<file path="config.mk">
export PLATFORM = sky130hd
export DESIGN_NAME = fpMinMaxUnit
export DESIGN_NICKNAME = d
export VERILOG_FILES = /design/src/rtl/fpmm_pkg.sv /design/src/rtl/fpmmClassify.sv /design/src/rtl/fpmmControl.sv /design/src/rtl/fpmmDatapath.sv /design/src/rtl/fpMinMaxUnit.sv
export SDC_FILE = /design/constraint.sdc
export NUM_CORES = 1
export LEC_CHECK = 0
export CAP_MARGIN = 20
export CORE_MARGIN = 1
export CORE_UTILIZATION = 45
export CTS_CLUSTER_SIZE = 10
export DETAILED_ROUTE_END_ITERATION = 10
export PLACE_DENSITY = 0.88
export SYNTH_ARGS = -nofsm -noshare
export SYNTH_HDL_FRONTEND = slang
export SYNTH_SLANG_ARGS = --single-unit
</file>
<file path="constraint.sdc">
create_clock -name clk -period 0.8 [get_ports clk]
set_input_delay 0.12 -clock clk [delete_from_list [all_inputs] [get_ports clk]]
set_output_delay 0.12 -clock clk [all_outputs]
set_load 0.01 [all_outputs]
</file>
<file path="src/rtl/fpmm_pkg.sv">
package fpmm_pkg;

  localparam int DataW   = 64;
  localparam int SingleW = 32;
  localparam int OpW     = 4;

  localparam int DblExpW  = 11;
  localparam int DblFracW = 52;
  localparam int SglExpW  = 8;
  localparam int SglFracW = 23;

  localparam logic [DataW-1:0] CanonNanDbl = 64'h7FF8_0000_0000_0000;
  localparam logic [DataW-1:0] CanonNanSgl = 64'h0000_0000_7FC0_0000;

  typedef enum logic [1:0] {
    FAM_NUM08 = 2'b00,
    FAM_MIN19 = 2'b01,
    FAM_NUM19 = 2'b10,
    FAM_CTERN = 2'b11
  } fpmmFamily_t;

  typedef struct packed {
    logic        capture;
    logic        isMax;
    logic        useMag;
    fpmmFamily_t family;
    logic        dbl;
  } fpmmStrobe_t;

  typedef struct packed {
    logic             sign;
    logic             isNan;
    logic             isSnan;
    logic             isZero;
    logic [DataW-2:0] mag;
  } fpmmClass_t;

endpackage

</file>
<file path="src/rtl/fpmmClassify.sv">
module fpmmClassify
  import fpmm_pkg::*;
(
  input  logic             dbl,
  input  logic [DataW-1:0] operand,
  output fpmmClass_t       cls
);

  logic [DblExpW-1:0]  dExp;
  logic [DblFracW-1:0] dFrac;
  logic [SglExpW-1:0]  sExp;
  logic [SglFracW-1:0] sFrac;
  logic                expOnes;
  logic                fracZero;
  logic                quietBit;

  assign dExp  = operand[DataW-2 -: DblExpW];
  assign dFrac = operand[DblFracW-1:0];
  assign sExp  = operand[SingleW-2 -: SglExpW];
  assign sFrac = operand[SglFracW-1:0];

  always_comb begin
    if (dbl) begin
      expOnes  = &dExp;
      fracZero = ~|dFrac;
      quietBit = dFrac[DblFracW-1];
      cls.sign = operand[DataW-1];
      cls.mag  = operand[DataW-2:0];
      cls.isZero = ~|dExp & fracZero;
    end else begin
      expOnes  = &sExp;
      fracZero = ~|sFrac;
      quietBit = sFrac[SglFracW-1];
      cls.sign = operand[SingleW-1];
      cls.mag  = {{(DataW-SingleW){1'b0}}, operand[SingleW-2:0]};
      cls.isZero = ~|sExp & fracZero;
    end
    cls.isNan  = expOnes & ~fracZero;
    cls.isSnan = expOnes & ~fracZero & ~quietBit;
  end

endmodule

</file>
<file path="src/rtl/fpmmControl.sv">
module fpmmControl
  import fpmm_pkg::*;
(
  input  logic           clk,
  input  logic           rstN,
  input  logic           validIn,
  input  logic           isDouble,
  input  logic [OpW-1:0] opSel,
  output fpmmStrobe_t    strobe,
  output logic           validQ
);

  always_comb begin
    strobe.capture = validIn;
    strobe.isMax   = opSel[0];
    strobe.family  = fpmmFamily_t'(opSel[2:1]);
    strobe.useMag  = opSel[3];
    strobe.dbl     = isDouble;
  end

  always_ff @(posedge clk or negedge rstN) begin
    if (!rstN) validQ <= 1'b0;
    else       validQ <= validIn;
  end

endmodule

</file>
<file path="src/rtl/fpmmDatapath.sv">
module fpmmDatapath
  import fpmm_pkg::*;
(
  input  logic             clk,
  input  logic             rstN,
  input  fpmmStrobe_t      strobe,
  input  logic [DataW-1:0] opA,
  input  logic [DataW-1:0] opB,
  output logic [DataW-1:0] resultQ,
  output logic             invalidQ
);

  localparam int NumOps = 2;

  logic [DataW-1:0] opnd [NumOps];
  fpmmClass_t       cls  [NumOps];
  fpmmClass_t       ca, cb;

  assign opnd[0] = opA;
  assign opnd[1] = opB;

  for (genvar g = 0; g < NumOps; g++) begin : gClass
    fpmmClassify classify_i (
      .dbl    (strobe.dbl),
      .operand(opnd[g]),
      .cls    (cls[g])
    );
  end

  assign ca = cls[0];
  assign cb = cls[1];

  logic magLt, magGt, magEq;
  logic anyNan, bothNan, anySnan, bothZero;
  logic signedLt, signedGt, realLt, realGt;
  logic pickB, forceNan, baseB, baseNan, selNan;
  logic [DataW-1:0] chosen, masked, canon;

  assign magLt    = ca.mag < cb.mag;
  assign magGt    = ca.mag > cb.mag;
  assign magEq    = ca.mag == cb.mag;
  assign anyNan   = ca.isNan | cb.isNan;
  assign bothNan  = ca.isNan & cb.isNan;
  assign anySnan  = ca.isSnan | cb.isSnan;
  assign bothZero = ca.isZero & cb.isZero;

  // ordering with -0 strictly below +0 (operands assumed non-NaN)
  assign signedLt = (ca.sign & ~cb.sign)
                  | (~ca.sign & ~cb.sign & magLt)
                  | (ca.sign & cb.sign & magGt);
  assign signedGt = (~ca.sign & cb.sign)
                  | (~ca.sign & ~cb.sign & magGt)
                  | (ca.sign & cb.sign & magLt);
  // plain numeric ordering: zeros equal, NaN unordered
  assign realLt = ~anyNan & ~bothZero & signedLt;
  assign realGt = ~anyNan & ~bothZero & signedGt;

  always_comb begin
    baseNan = 1'b0;
    baseB   = strobe.isMax ? ~signedGt : ~signedLt;
    unique case (strobe.family)
      FAM_NUM08: begin
        baseNan = anySnan | bothNan;
        if (ca.isNan)      baseB = 1'b1;
        else if (cb.isNan) baseB = 1'b0;
      end
      FAM_MIN19: begin
        baseNan = anyNan;
      end
      FAM_NUM19: begin
        baseNan = bothNan;
        if (ca.isNan)      baseB = 1'b1;
        else if (cb.isNan) baseB = 1'b0;
      end
      FAM_CTERN: begin
        baseB = strobe.isMax ? ~realGt : ~realLt;
      end
      default: ;
    endcase
  end

  always_comb begin
    pickB    = baseB;
    forceNan = baseNan;
    if (strobe.useMag && !anyNan && !magEq) begin
      pickB    = strobe.isMax ? ~magGt : ~magLt;
      forceNan = 1'b0;
    end
  end

  assign selNan = pickB ? cb.isNan : ca.isNan;
  assign chosen = pickB ? opB : opA;
  assign masked = strobe.dbl ? chosen
                             : {{(DataW-SingleW){1'b0}}, chosen[SingleW-1:0]};
  assign canon  = strobe.dbl ? CanonNanDbl : CanonNanSgl;

  always_ff @(posedge clk or negedge rstN) begin
    if (!rstN) begin
      resultQ  <= '0;
      invalidQ <= 1'b0;
    end else begin
      invalidQ <= strobe.capture & anySnan;
      if (strobe.capture) resultQ <= (forceNan | selNan) ? canon : masked;
    end
  end

endmodule

</file>
<file path="src/rtl/fpMinMaxUnit.sv">
module fpMinMaxUnit
  import fpmm_pkg::*;
(
  input  logic             clk,
  input  logic             rstN,
  input  logic             validIn,
  input  logic             isDouble,
  input  logic [OpW-1:0]   opSel,
  input  logic [DataW-1:0] opA,
  input  logic [DataW-1:0] opB,
  output logic             validOut,
  output logic [DataW-1:0] result,
  output logic             invalidOut
);

  fpmmStrobe_t strobe;

  fpmmControl ctrl_i (
    .clk     (clk),
    .rstN    (rstN),
    .validIn (validIn),
    .isDouble(isDouble),
    .opSel   (opSel),
    .strobe  (strobe),
    .validQ  (validOut)
  );

  fpmmDatapath dp_i (
    .clk     (clk),
    .rstN    (rstN),
    .strobe  (strobe),
    .opA     (opA),
    .opB     (opB),
    .resultQ (result),
    .invalidQ(invalidOut)
  );

endmodule

</file>
==> impl_metrics.env, run 1 <==
export IMPL_status="did not finish"
export IMPL_synth_area_leaders="dfrtp_1 30%, ha_1 14%, mux2i_1 10%"
export IMPL_place_hpwl_um=17210
export IMPL_syn_area_um2=5553
export IMPL_track_usage_pct=68.35
export IMPL_cts_root_buffer="clkbuf_16"
export IMPL_synth_top_cell_area_share_pct=29.74
export IMPL_seq_area_frac_synth_pct=29.74
export IMPL_die_x_um=113.1
export IMPL_clock_path_buffers=2
export IMPL_lastStage="global routing"
export IMPL_die_y_um=113.1
export IMPL_routabilityCongestion=1.018
export IMPL_synthCells=602
export IMPL_syn_num_nets=801
export IMPL_synth_top_cell_by_area="dfrtp_1"
export IMPL_cts_max_level=3
export IMPL_ys_seq_elements=66
export IMPL_rows=40
export IMPL_grt_worst_endpoint="dp_i.resultQ[23]$_DFFE_PN0P_/D"
export IMPL_start_util_pct=46.23
export IMPL_async_reset_ff_share_pct=100.0
export IMPL_overflow=2
export IMPL_num_io_pins=202
export IMPL_avgSynthCellArea_um2=9.224
export IMPL_ys_types=54
export IMPL_grt_max_degree=45
export IMPL_worst_path_end_type="register data pin"
export IMPL_synth_edf_count=0
export IMPL_yosys_warnings=0
export IMPL_ys_flop_type="dfrtp_1"
export IMPL_cts_buffers=9
export IMPL_io_buffers=201
export IMPL_first_error="[ERROR GRT-0232] Routing congestion too high. Check the congestion heatmap in the GUI."
export IMPL_numClockSinks=66
## per-stage QoR
stage / setup slack [ns] / std cells / area, µm² / TNS, ns / util, %
after CTS: -2.143 / 1203 / 10680 / -144.63 / 88.94
after detailed placement: -3.052 / 1137 / 9378 / -204.16 / 78.07
after global placement: -2.922 / 1137 / 9378 / -196.09 / 78.07
after floorplan: -2.299 / 602 / 5703 / -143.92 / -
## cell families after synthesis
family	count (synthesis)	share of synthesized area [%]
and+or+nand+nor	195	18.68
adders and majority gates	63	14.20
muxes	66	12.10
xor gates and xnor gates	3	0.4733
AOI/OAI and AO/OA	132	18.32
DFF	66	29.74
buffers and inverters	77	6.489
## cell usage after synthesis, types with 3 or more instances
cell       instances
a21o_1             4
a21oi_1           32
and2_1            32
buf_2              3
buf_8              6
clkbuf_1          20
dfrtp_1           66
ha_1              63
inv_1             46
mux2_2             7
mux2i_1           57
nand2_1           64
nand3_1            7
nand4_1           25
nor2_1            15
nor3_1            10
nor4_1            30
o21ai_0           13
o221a_1            7
o221ai_1          12
o2bb2ai_1         43
## metal layers
layer | global-route usage, % | overflow
met1 | 65.64 | 0
met2 | 92.43 | 0
met3 | 45.47 | 0
met4 | 74.65 | 2
met5 | 8.235 | 0
## repair_timing
item                                    CTS
endpoints found under the setup margin  131
gates cloned                              8
buffers inserted                         44
resized for setup                       573
endpoints found under the hold margin    66
hold buffers                              1
pin swaps                                90
==> run 2, diff against run 1 <==
--- a/config.mk
+++ b/config.mk
@@ -7,10 +7,9 @@
 export LEC_CHECK = 0
 export CAP_MARGIN = 20
 export CORE_MARGIN = 1
-export CORE_UTILIZATION = 45
-export CTS_CLUSTER_SIZE = 10
+export CORE_UTILIZATION = 30
 export DETAILED_ROUTE_END_ITERATION = 10
-export PLACE_DENSITY = 0.88
+export PLACE_DENSITY_LB_ADDON = 0.15
 export SYNTH_ARGS = -nofsm -noshare
 export SYNTH_HDL_FRONTEND = slang
 export SYNTH_SLANG_ARGS = --single-unit
==> impl_metrics.env, run 2 <==
export IMPL_status="finished with violations"
export IMPL_violations="setup timing"
export IMPL_path_cells="buf_12 -> clkbuf_16 -> and2_1 -> ha_1 -> buf_4 -> nand2_1 -> o21ai_1 -> nor4_2 -> a21oi_2 -> a21oi_2 -> o21ai_2 -> buf_6 -> a21o_1 -> o22ai_4 -> buf_6 -> buf_12 -> mux2_4 -> o221a_2"
export IMPL_io_buffers=201
export IMPL_slowest_stage="nor4_2"
export IMPL_cts_max_level=3
export IMPL_ys_seq_elements=66
export IMPL_initialDrtViolationCount=350
export IMPL_clock_skew_ns=0
export IMPL_synth_mux_area_fraction_pct=12.10
export IMPL_crit_start="isDouble"
export IMPL_timing_rr_end="dp_i.resultQ[25]$_DFFE_PN0P_"
export IMPL_synth_top_cell_by_area="dfrtp_1"
export IMPL_critPathCaptureType="flip-flop"
export IMPL_vias=6622
export IMPL_max_slew_margin_pct=61.48
export IMPL_timing_worst_setup_path_type="input pin to flip-flop"
export IMPL_die_x_um=138.1
export IMPL_timing_final_ws_setup_ns=-2.180
export IMPL_ys_flop_type="dfrtp_1"
export IMPL_clk_pin_slew_ns=0.06
export IMPL_avgSynthCellArea_um2=9.224
export IMPL_cts_tree="built"
export IMPL_min_period_over_period_pct=372.5
export IMPL_drtPass1Iterations=5
export IMPL_seq_area_um2=1652
export IMPL_drc=0
export IMPL_via_per_inst=5.157
export IMPL_layout_commonest_cell="buf_4"
export IMPL_grt_pass1_wl_um=36740
export IMPL_power_density_nw_per_um2=1396
export IMPL_post_synth_fa_ha_maj_area_fraction_pct=14.20
export IMPL_core_area_um2=18020
export IMPL_cp_data_required_time_ns=1.02
export IMPL_synthSimpleGateAreaFrac_pct=18.68
export IMPL_synthCells=602
export IMPL_arrival_ns=3.20
export IMPL_start_util_pct=30.81
export IMPL_rsz0062_at_grt="true"
export IMPL_worstMarginPinSlew_ns=0.5778
export IMPL_synth_edf_count=0
export IMPL_track_usage_pct=24.20
export IMPL_start_kind="input pin"
export IMPL_ys_types=54
export IMPL_numClockSinks=66
export IMPL_cp_num_buf_inv=6
export IMPL_die_area_um2=19060
export IMPL_overflow=0
export IMPL_finalWirelength_um=23820
export IMPL_synth_xor_area_share_pct=0.4732
export IMPL_maxCapViolCount=0
export IMPL_top_register="dp_i.resultQ"
export IMPL_syn_area_um2=5553
export IMPL_synth_top_cell_area_share_pct=29.74
export IMPL_grt_max_degree=45
export IMPL_min_from="opB[0]"
export IMPL_slew_viol_final=0
export IMPL_multi_input_area_um2=4448
export IMPL_synth_top_family_by_area="simple AND/OR/NAND/NOR gates"
export IMPL_area_growth_pct=95.15
export IMPL_dpl_cell_count=1203
export IMPL_yosys_cell_count_top_type="dfrtp_1"
export IMPL_synthTopCellsByCount="66 x dfrtp_1, 64 x nand2_1, 63 x ha_1"
export IMPL_r2r_slack_ns=-0.21
export IMPL_crit_path_max_fanout=8
export IMPL_clkLatencyLatePin_ns=0.35
export IMPL_yosys_warnings=0
export IMPL_grt_pass1_vias=6987
export IMPL_seq_area_frac_synth_pct=29.74
export IMPL_cts_root_buffer="clkbuf_16"
export IMPL_final_setup_viol_count=131
export IMPL_synth_compound_area_share_pct=18.32
export IMPL_fin_crit_ns=2.980
export IMPL_rr_worst_depth=3
export IMPL_fmax_mhz=335.6
export IMPL_die_y_um=138.1
export IMPL_crit_reg2reg_launch="dp_i.resultQ[25]$_DFFE_PN0P_"
export IMPL_nNetsFinal=1246
export IMPL_num_io_pins=202
export IMPL_peakVddDrop_uv=1079
export IMPL_max_stage_delay_ns=0.34
export IMPL_largest_reg_flops=64
export IMPL_final_core_util_pct=60.12
export IMPL_leakage_nw=5.164
export IMPL_synth_area_leaders="dfrtp_1 30%, ha_1 14%, mux2i_1 10%"
export IMPL_fill_cells=1562
export IMPL_syn_num_nets=801
export IMPL_min_delay_path_class="input pin to flip-flop"
export IMPL_final_cells=1284
export IMPL_top_regs="dp_i.resultQ (64), ctrl_i.validQ (1), dp_i.invalidQ (1)"
export IMPL_clock_path_buffers=2
export IMPL_async_reset_ff_share_pct=100.0
export IMPL_wl_per_cell_um=18.55
export IMPL_cp_top_family="compound AO/OA/AOI/OAI gates"
export IMPL_antenna_found_initial=3
export IMPL_rows=49
export IMPL_endpoint="dp_i.resultQ[24]$_DFFE_PN0P_"
export IMPL_hold_viol_final=0
export IMPL_drive_above_1_share_pct=50.05
export IMPL_ant_nets=0
export IMPL_layout_common_cells="206 x buf_4, 74 x buf_2, 66 x dfrtp_1"
export IMPL_cts_buffers=9
export IMPL_routabilityCongestion=0.9376
export IMPL_path_depth=18
export IMPL_place_hpwl_um=16890
==> run 2: cell counts after synthesis <==
Identical to the previous run, type by type.
==> run 2: metal layers <==
metal	share of wire [%]	global-route usage (%)	vias up	wire, µm
met5	0.055	0	-	13
met4	2.1	8.676	2	495
met2	49	40.84	255	11610
met1	43	30.59	3154	10150
li1	-	-	3170	-
met3	6.5	4.745	41	1559
==> run 2: power by group <==
part	total, W	leakage, nW	internal, W	switching, W
registers	0.00407	0.822	0.00380	0.000266
logic	0.00709	4.20	0.00398	0.00311
clock network	0.00397	0.138	0.00239	0.00158
==> run 2: repair_timing <==
action,in CTS,in global routing
pin swaps,94,34
hold buffers,1,0
buffers inserted,38,21
hold endpoints to repair,66,0
endpoints found under the setup margin,131,131
gates cloned,6,4
resized for setup,696,54
==> run 2: logic make-up after synthesis <==
family,after synthesis
compound gates,132
xor+xnor,3
fa+ha+maj,63
buf+inv,77
flops,66
mux,66
simple gates,195
==> run 2: worst min-delay path by stage <==
stage	cells past startpoint	slack, ns	to
floorplan	0	-0.18	ctrl_i.validQ$_DFF_PN0_
global placement	1	-0.01	dp_i.resultQ[49]$_DFFE_PN0P_
detailed placement	1	-0.008	dp_i.resultQ[47]$_DFFE_PN0P_
CTS	3	0.1	dp_i.resultQ[0]$_DFFE_PN0P_
global route	3	0.13	dp_i.resultQ[35]$_DFFE_PN0P_
finish	3	0.11	dp_i.resultQ[0]$_DFFE_PN0P_
==> run 2: tightest hold or removal path: stages <==
cell,delay (ns)
buf_2,0.12
mux2i_1,0.07
o2bb2ai_1,0.11
==> run 2: area by class of cell <==
type,instances,area share (%)
Multi-Input combinational cell,459,41.05
Timing Repair Buffer,464,36.72
Clock buffer,10,2.113
Antenna cell,4,0.09237
Sequential cell,66,15.24
Inverter,47,1.628
Tap cell,229,2.644
Clock inverter,5,0.5196
==> run 2: metrics by stage <==
stage	setup WS [ns]	hold WS [ns]	cell area, µm²	TNS [ns]	total power [W]
floorplan	-2.299	-0.1756	5703	-143.92	0.006686
global placement	-2.922	-0.01065	9363	-197.17	0.01002
detailed placement	-3.032	-0.008406	9363	-203.18	0.01012
CTS	-2.178	0.09979	10570	-149.02	0.01480
global route	-2.272	0.1300	10830	-156.57	0.01590
finish	-2.180	0.1079	10840	-148.02	0.01513
Note: power is estimated with default switching activity, not from simulation.
